==> src/rtl/bdt_pkg.sv <==
package bdt_pkg;

  typedef enum logic [1:0] {
    SIDE_NONE = 2'd0,
    SIDE_TOP  = 2'd1,
    SIDE_BOT  = 2'd2
  } side_e;

  // Convert a delay in ns to whole clock cycles, rounding up, at least one.
  function automatic int ns_to_cycles(input int delay_ns, input int clk_mhz);
    int cyc;
    cyc = (delay_ns * clk_mhz + 999) / 1000;
    if (cyc < 1) cyc = 1;
    return cyc;
  endfunction

  // Bits needed to hold counts 0..max_count.
  function automatic int count_bits(input int max_count);
    return (max_count < 1) ? 1 : $clog2(max_count + 1);
  endfunction

  function automatic int max_of(input int a, input int b);
    return (a > b) ? a : b;
  endfunction

  // A pair of requests resolves to one side; a collision counts as none.
  function automatic side_e pick_side(input logic top, input logic bot);
    if (top && !bot) return SIDE_TOP;
    if (bot && !top) return SIDE_BOT;
    return SIDE_NONE;
  endfunction

endpackage

==> src/rtl/bdt_req_decode.sv <==
module bdt_req_decode
  import bdt_pkg::*;
(
  input  logic  top_req_i,
  input  logic  bot_req_i,
  output side_e want_o,
  output logic  collide_o
);

  assign want_o    = pick_side(top_req_i, bot_req_i);
  assign collide_o = top_req_i && bot_req_i;

endmodule

==> src/rtl/bdt_turnon_timer.sv <==
module bdt_turnon_timer
  import bdt_pkg::*;
#(
  parameter int TOP_DT = 10,
  parameter int BOT_DT = 30,
  parameter int CW     = 5
) (
  input  logic  clk_i,
  input  logic  rst_ni,
  input  logic  idle_i,
  input  side_e want_i,
  output logic  fire_o
);

  logic [CW-1:0] cnt_q;
  logic [CW-1:0] run;
  logic [CW-1:0] limit;
  side_e         pend_q;
  logic          counting;

  // Counting only happens while both gates are off and one side is asked for.
  assign counting = idle_i && (want_i != SIDE_NONE);

  always_comb begin
    run   = (want_i == pend_q) ? cnt_q + 1'b1 : CW'(1);
    limit = (want_i == SIDE_TOP) ? CW'(TOP_DT) : CW'(BOT_DT);
  end

  assign fire_o = counting && (run >= limit);

  always_ff @(posedge clk_i) begin
    if (!rst_ni) begin
      cnt_q  <= '0;
      pend_q <= SIDE_NONE;
    end else if (!counting) begin
      cnt_q  <= '0;
      pend_q <= SIDE_NONE;
    end else begin
      cnt_q  <= run;
      pend_q <= want_i;
    end
  end

  // a withdrawn request leaves no partial count behind.
  p_cancel_clears_r8: assert property (@(posedge clk_i) disable iff (!rst_ni)
    (want_i == SIDE_NONE) |=> (cnt_q == '0));

  // the wait never runs past the longer of the two delays.
  p_cnt_bound_r3: assert property (@(posedge clk_i) disable iff (!rst_ni)
    (int'(cnt_q) <= max_of(TOP_DT, BOT_DT)));

endmodule

==> src/rtl/bdt_phase.sv <==
module bdt_phase
  import bdt_pkg::*;
#(
  parameter int TOP_DT = 10,
  parameter int BOT_DT = 30,
  parameter int CW     = 5
) (
  input  logic clk_i,
  input  logic rst_ni,
  input  logic top_req_i,
  input  logic bot_req_i,
  output logic top_gate_o,
  output logic bot_gate_o
);

  localparam int MAXDT = max_of(TOP_DT, BOT_DT);

  side_e         want;
  logic          collide;
  logic          fire;
  logic          idle;
  logic          top_q, bot_q, top_d, bot_d;
  logic [CW-1:0] lowrun_q;   // consecutive both-off cycles, for the checks

  bdt_req_decode u_decode (
    .top_req_i (top_req_i),
    .bot_req_i (bot_req_i),
    .want_o    (want),
    .collide_o (collide)
  );

  assign idle = !top_q && !bot_q;

  bdt_turnon_timer #(
    .TOP_DT (TOP_DT),
    .BOT_DT (BOT_DT),
    .CW     (CW)
  ) u_timer (
    .clk_i  (clk_i),
    .rst_ni (rst_ni),
    .idle_i (idle),
    .want_i (want),
    .fire_o (fire)
  );

  always_comb begin
    top_d = top_q;
    bot_d = bot_q;
    if (top_q) begin
      top_d = (want == SIDE_TOP);
    end else if (bot_q) begin
      bot_d = (want == SIDE_BOT);
    end else if (fire) begin
      if (want == SIDE_TOP) top_d = 1'b1;
      else                  bot_d = 1'b1;
    end
  end

  always_ff @(posedge clk_i) begin
    if (!rst_ni) begin
      top_q    <= 1'b0;
      bot_q    <= 1'b0;
      lowrun_q <= '0;
    end else begin
      top_q <= top_d;
      bot_q <= bot_d;
      if (!idle)                        lowrun_q <= '0;
      else if (int'(lowrun_q) < MAXDT)  lowrun_q <= lowrun_q + 1'b1;
    end
  end

  assign top_gate_o = top_q;
  assign bot_gate_o = bot_q;

  p_exclusive_r1: assert property (@(posedge clk_i) disable iff (!rst_ni)
    !(top_q && bot_q));

  p_top_gap_r2: assert property (@(posedge clk_i) disable iff (!rst_ni)
    $rose(top_q) |-> (int'($past(lowrun_q)) + 1 >= TOP_DT));

  p_bot_gap_r3: assert property (@(posedge clk_i) disable iff (!rst_ni)
    $rose(bot_q) |-> (int'($past(lowrun_q)) + 1 >= BOT_DT));

  p_top_drop_r7: assert property (@(posedge clk_i) disable iff (!rst_ni)
    (top_q && !top_req_i) |=> !top_q);

  p_bot_drop_r7: assert property (@(posedge clk_i) disable iff (!rst_ni)
    (bot_q && !bot_req_i) |=> !bot_q);

  p_collide_off_r9: assert property (@(posedge clk_i) disable iff (!rst_ni)
    collide |=> (!top_q && !bot_q));

endmodule

==> src/rtl/bridge_deadtime.sv <==
module bridge_deadtime
  import bdt_pkg::*;
#(
  parameter int NUM_PHASES      = 3,
  parameter int CLK_MHZ         = 100,
  parameter int TOP_ON_DELAY_NS = 100,
  parameter int BOT_ON_DELAY_NS = 300
) (
  input  logic                  clk_i,
  input  logic                  rst_ni,
  input  logic [NUM_PHASES-1:0] top_req_i,
  input  logic [NUM_PHASES-1:0] bot_req_i,
  output logic [NUM_PHASES-1:0] top_gate_o,
  output logic [NUM_PHASES-1:0] bot_gate_o
);

  localparam int TOP_DT = ns_to_cycles(TOP_ON_DELAY_NS, CLK_MHZ);
  localparam int BOT_DT = ns_to_cycles(BOT_ON_DELAY_NS, CLK_MHZ);
  localparam int CW     = count_bits(max_of(TOP_DT, BOT_DT));

  for (genvar p = 0; p < NUM_PHASES; p++) begin : g_phase
    bdt_phase #(
      .TOP_DT (TOP_DT),
      .BOT_DT (BOT_DT),
      .CW     (CW)
    ) u_phase (
      .clk_i      (clk_i),
      .rst_ni     (rst_ni),
      .top_req_i  (top_req_i[p]),
      .bot_req_i  (bot_req_i[p]),
      .top_gate_o (top_gate_o[p]),
      .bot_gate_o (bot_gate_o[p])
    );
  end

  // nothing is driven on in the cycle after a reset edge.
  p_reset_quiet_r11: assert property (@(posedge clk_i)
    !rst_ni |=> (top_gate_o == '0 && bot_gate_o == '0));

endmodule

==> config.mk <==
export PLATFORM = sky130hd
export DESIGN_NAME = bridge_deadtime
export DESIGN_NICKNAME = d
export VERILOG_FILES = /design/src/rtl/bdt_pkg.sv /design/src/rtl/bdt_req_decode.sv /design/src/rtl/bdt_turnon_timer.sv /design/src/rtl/bdt_phase.sv /design/src/rtl/bridge_deadtime.sv
export SDC_FILE = /design/constraint.sdc
export NUM_CORES = 1
export LEC_CHECK = 0
export BUFFER_PORTS_ARGS = -buffer_cell sky130_fd_sc_hd__clkbuf_2
export CORE_MARGIN = 2
export CORE_UTILIZATION = 35
export DETAILED_ROUTE_END_ITERATION = 8
export GPL_ROUTABILITY_DRIVEN = 0
export GPL_TIMING_DRIVEN = 0
export PLACE_DENSITY = 0.53
export SLEW_MARGIN = 20
export SYNTH_ARGS = -nofsm -noshare
export SYNTH_HDL_FRONTEND = slang
export SYNTH_SLANG_ARGS = --single-unit
==> constraint.sdc <==
create_clock -name clk_i -period 4.9 [get_ports clk_i]
set_clock_uncertainty 0.2 [all_clocks]
set_input_delay 0.98 -clock clk_i [delete_from_list [all_inputs] [get_ports clk_i]]
set_output_delay 0.98 -clock clk_i [all_outputs]
set_load 0.02 [all_outputs]
Word level (Yosys, flattened, before mapping). Index checks and enable logic that the tools add are counted.

Output and inout port bits: 6. Word-level logic and storage cells: 108. Bits in registers: 27. Input port bits: 8.

$add $sub $neg: 3. Reduce and logical (&&, ||, !) cells: 33. Multiplexer cells: 48. Order comparisons: 3. Eq/ne operators: 9.

Operators by type and width (count): 2-to-1 mux 1 bit (30); 2-to-1 mux 5 bit (6); 2-to-1 mux 2 bit (12); adder 5 x 1 -> 5 bit, second input constant (3); greater-or-equal comparator 5 bit (3); logical AND 1 bit (15); zero test 1 bit (12); == test 2 x 1 -> 1 bit, second input constant (3); == test 2 bit (3); == test 2 bit, second input constant (3); AND reduction 2 bit (3); nonzero test 2 bit (3).

Longest topological paths before layout.
Word-level depth: 13. Mapped depth: 9. Mapped depth without buffers: 9.

Cells and area by module. Synthesis repeated with hierarchy kept, for this count alone.

Cell total of the unflattened synthesis: 153. Area total of the unflattened synthesis: 1512.7 um2.

Modules (own cells, without submodules): bdt_turnon_timer (cells an instance 38, times used 3, area each 376.6 um2, seq. area each 140.1 um2); bdt_phase (cells an instance 10, times used 3, area each 105.1 um2, seq. area each 40.0 um2); bdt_req_decode (cells an instance 3, times used 3, area each 22.5 um2, seq. area each 0.0 um2).

Least setup slack after synthesis. No wires, ideal clock.

Kind: input -> register. Start: input port top_req_i[0]. End: register g_phase[0].u_phase.top_q. Path slack: 2274 ps. Arrival time: 2304 ps. Path buffers: 0. Data required time: 4578 ps. Stages on the path: 9. Setup time: 122 ps. Cells stage by stage: inv_1 -> ha_1 -> xor2_2 -> nor3_1 -> ha_1 -> a21oi_1 -> nor3_1 -> a31oi_1 -> a21oi_1.

Cells in the longest elaborated chain, start to end: 13. Elaborated cells between the ends (all ways): 21. Classes of those cells: order compare: 1; eq/ne: 2; mux: 12; reduce/logical: 6.

Ends and longest elaborated chain: start: declaration (line bridge_deadtime.sv:11) `input logic [NUM_PHASES-1:0] top_req_i,`; zero test 1 bit (line bdt_pkg.sv:29) `if (bot && !top) return SIDE_BOT;`; logical AND 1 bit (line bdt_pkg.sv:29); 2-to-1 mux 1 bit (2 in a row) (line bdt_pkg.sv:29); 2-to-1 mux 2 bit (line bdt_pkg.sv:30) `return SIDE_NONE;`; 2-to-1 mux 2 bit (*) (line bdt_pkg.sv:29); via g_phase[0].u_phase.u_decode.want_o[1] (line bdt_req_decode.sv:6) `output side_e want_o,`; == test 2 bit (*) (line bdt_turnon_timer.sv:25) `run = (want_i == pend_q) ? cnt_q + 1'b1 : CW'(1);`; 2-to-1 mux 5 bit (*) (line bdt_turnon_timer.sv:25); via g_phase[0].u_phase.u_timer.run[2] (line bdt_turnon_timer.sv:16) `logic [CW-1:0] run;`; greater-or-equal comparator 5 bit (*) (line bdt_turnon_timer.sv:29) `assign fire_o = counting && (run >= limit);`; logical AND 1 bit (*) (line bdt_turnon_timer.sv:29); 2-to-1 mux 1 bit (*) (line bdt_phase.sv:53) `end else if (fire) begin`; 2-to-1 mux 1 bit (*) (line bdt_phase.sv:51) `end else if (bot_q) begin`; 2-to-1 mux 1 bit (*) (line bdt_phase.sv:49) `if (top_q) begin`; end signal: assignment (line bdt_phase.sv:65) `top_q <= top_d;`; end: declaration (line bdt_phase.sv:22) `logic top_q, bot_q, top_d, bot_d;`.

Mark *: on every way through the listed nets, which the timed path passes. The rest lies on a longest branch. The select of a mux whose other input is x is not followed. A chain may end at the register's enable or synchronous reset.

Worst setup path after layout. Same ends and word-level chain as after synthesis.

==> results_dict.tcl <==
set metrics [dict create \
    status "finished, final reports clean" \
    io_buffers 12 \
    clock-sinks 27 \
    drv_cap 0 \
    synth_top_cell_by_area "dfxtp_1" \
    start_util_pct 37.2 \
    drt_first_pass_iters 4 \
    grt_pass1_wl_um 4130 \
    min_period_ns 2.66 \
    diodes 0 \
    start_kind "input pin" \
    min_path_type "flip-flop to flip-flop" \
    synth_area_leaders "dfxtp_1 (39%), ha_1 (16%), xor2_1 (5.1%), and3_1 (4.1%), nor3_1 (3.3%)" \
    core_area_sq_um 3720 \
    hp-start "g_phase[2].u_phase.u_timer.cnt_q[0]$_SDFF_PN0_" \
    worst_ep_arrival_time_ns 2.61 \
    rr_startpoint "g_phase[0].u_phase.u_timer.cnt_q[0]$_SDFF_PN0_" \
    finalSetupTns_ns 0 \
    cts_setup_buffers 0 \
    cts_buffer_depth 2 \
    slew_viol_final 0 \
    ant_nets 0 \
    design_area_sq_um 1550 \
    ys_ff_latch 27 \
    final_common_cell "dfxtp_1" \
    finalHoldViolations 0 \
    cts-buffers-inserted 3 \
    postCtsResizedCells 0 \
    dpl_cell_area_sq_um 1500 \
    overflow 0 \
    cp_cell_sequence "clkbuf_2 -> inv_1 -> ha_1 -> xor2_2 -> nor3_1 -> ha_1 -> a21oi_1 -> nor3_1 -> a31oi_1 -> a21oi_1" \
    yosys_warnings 0 \
    seq_area_frac_synth_pct 39.1 \
    grtUsageTotal_pct 12.1 \
    core.rowCount 22 \
    tightest_slew_ns 0.309 \
    crit_path_end_kind "flip-flop" \
    finalSetupViolations 0 \
    multiInputGateArea_sq_um 757 \
    grt_pass1_vias 985 \
    regArea_sq_um 541 \
    critPathLaunch "top_req_i[0]" \
    clk_pin_slew_worst_paths_ns 0.09 \
    grt_max_degree 16 \
    pwr_density_cell_nw_per_um2 253 \
    cts_hold_buf 0 \
    die_x_um 66.8 \
    dieArea_sq_um 4460 \
    pin_count 14 \
    routed_wl_um 2170 \
    synth_cell_type_count 22 \
    synth_top_area_share_pct 39.1 \
    clock.fmax_ghz 0.377 \
    avgSynthCellArea_sq_um 9.53 \
    root_buffer "clkbuf_8" \
    antenna_found_initial 0 \
    dieHeight_um 66.8 \
    critPathRequiredTime_ns 4.86 \
    post-route-drc-count 0 \
    first_iter_violations 15 \
    viasPerCell 4.78 \
    crit_slowest_cell "ha_1" \
    path_class "input pin to flip-flop" \
    cp_max_fo 4 \
    syn_inst 145 \
    cts_tree "done" \
    p_leak_uw 0.000740 \
    slowest_delay_ns 0.26 \
    fin_crit_sh_pct 54.2 \
    num_vias 998 \
    cts_max_level 1 \
    syn_to_final_growth_pct 12.0 \
    rsz0062_at_grt "false" \
    fillers 377 \
    syn_nets 171 \
    wire_per_inst_um 10.4 \
    clock_latency_ns 0.27 \
    hpwl_um 1730 \
    drive_gt1_share_pct 17.4 \
    layout_common_cells "dfxtp_1 (27), ha_1 (18), nor2_1 (12), clkbuf_2 (12)" \
    finalNetCount 188 \
    slew_headroom_pct 79.4 \
    syn_area_sq_um 1380 \
    vdd_drop_max_mv 0.0857 \
]
per-stage QoR:
stage	total power, uW	hold WS, ns	instances	utilization [%]	setup slack, ns
floorplan	261	0.235	145	-	2.27
global placement	272	0.251	205	40.4	1.99
detailed placement	273	0.255	205	40.4	1.97
CTS	398	0.269	209	41.6	2.25
global route	418	0.295	209	41.6	2.07
finish	391	0.265	209	41.6	2.24
registers in the layout (all words and copies together) (netlist names):
signal,cells
g_phase.u_phase.u_timer.cnt_q,15
g_phase.u_phase.u_timer.pend_q,6
g_phase.u_phase.bot_gate_o,3
g_phase.u_phase.top_gate_o,3
critical path, delay by kind of cell:
family / cells / cell delay (ns)
compound gates: 3 / 0.49
buf+inv: 2 / 0.14
fa+ha+maj: 2 / 0.50
xor+xnor: 1 / 0.21
simple gates: 2 / 0.29
cells by family after synthesis:
logic type,count (synthesis),synth area share (%)
simple gates,48,17.8
flops,27,39.1
compound gates,21,9.51
fa+ha+maj,18,16.3
buf+inv,16,6.07
xor+xnor,15,11.1
cell usage after synthesis, drive strengths merged:
library cell  instances
nor2                 12
nor3                  9
and3                  9
o211ai                6
and2                  6
o21ai                 3
nand2b                3
xnor2                 6
a21boi                3
nand3                 6
nand2                 3
dfxtp                27
a21oi                 6
buf                   7
inv                   9
ha                   18
xor2                  9
a31oi                 3
routing by layer:
layer	GRT usage, %	vias to the layer above	part of all wire, %
li1	-	526	-
met1	14.9	462	50
met2	20.4	8	46
met3	2.20	2	2.9
met4	5.36	0	1.0
met5	0	-	0
layout make-up:
type | count | share of cell area [%]
Buffer | 7 | 3.23
Clock buffer | 3 | 2.67
Clock inverter | 1 | 0.323
Inverter | 9 | 2.18
Multi-Input combinational cell | 102 | 48.9
Sequential cell | 27 | 34.9
Tap cell | 48 | 3.88
Timing Repair Buffer | 12 | 3.88
worst paths after layout:
kind                                               endpoint  slack, ns  cells after the start
min          g_phase[2].u_phase.u_timer.cnt_q[0]$_SDFF_PN0_       0.27                      1
max                g_phase[0].u_phase.top_gate_o$_SDFF_PN0_       2.24                     10
max reg2reg        g_phase[0].u_phase.top_gate_o$_SDFF_PN0_       2.90                      8
min reg2reg  g_phase[2].u_phase.u_timer.cnt_q[0]$_SDFF_PN0_       0.27                      1
power breakdown:
| part | internal (uW) | switching, uW | total [uW] |
|---|---|---|---|
| Combinational | 15.8 | 24.1 | 39.9 |
| Sequential | 224 | 2.84 | 227 |
| Clock | 56.9 | 67.4 | 124 |
No activity file was read; power rests on OpenSTA's default activity.
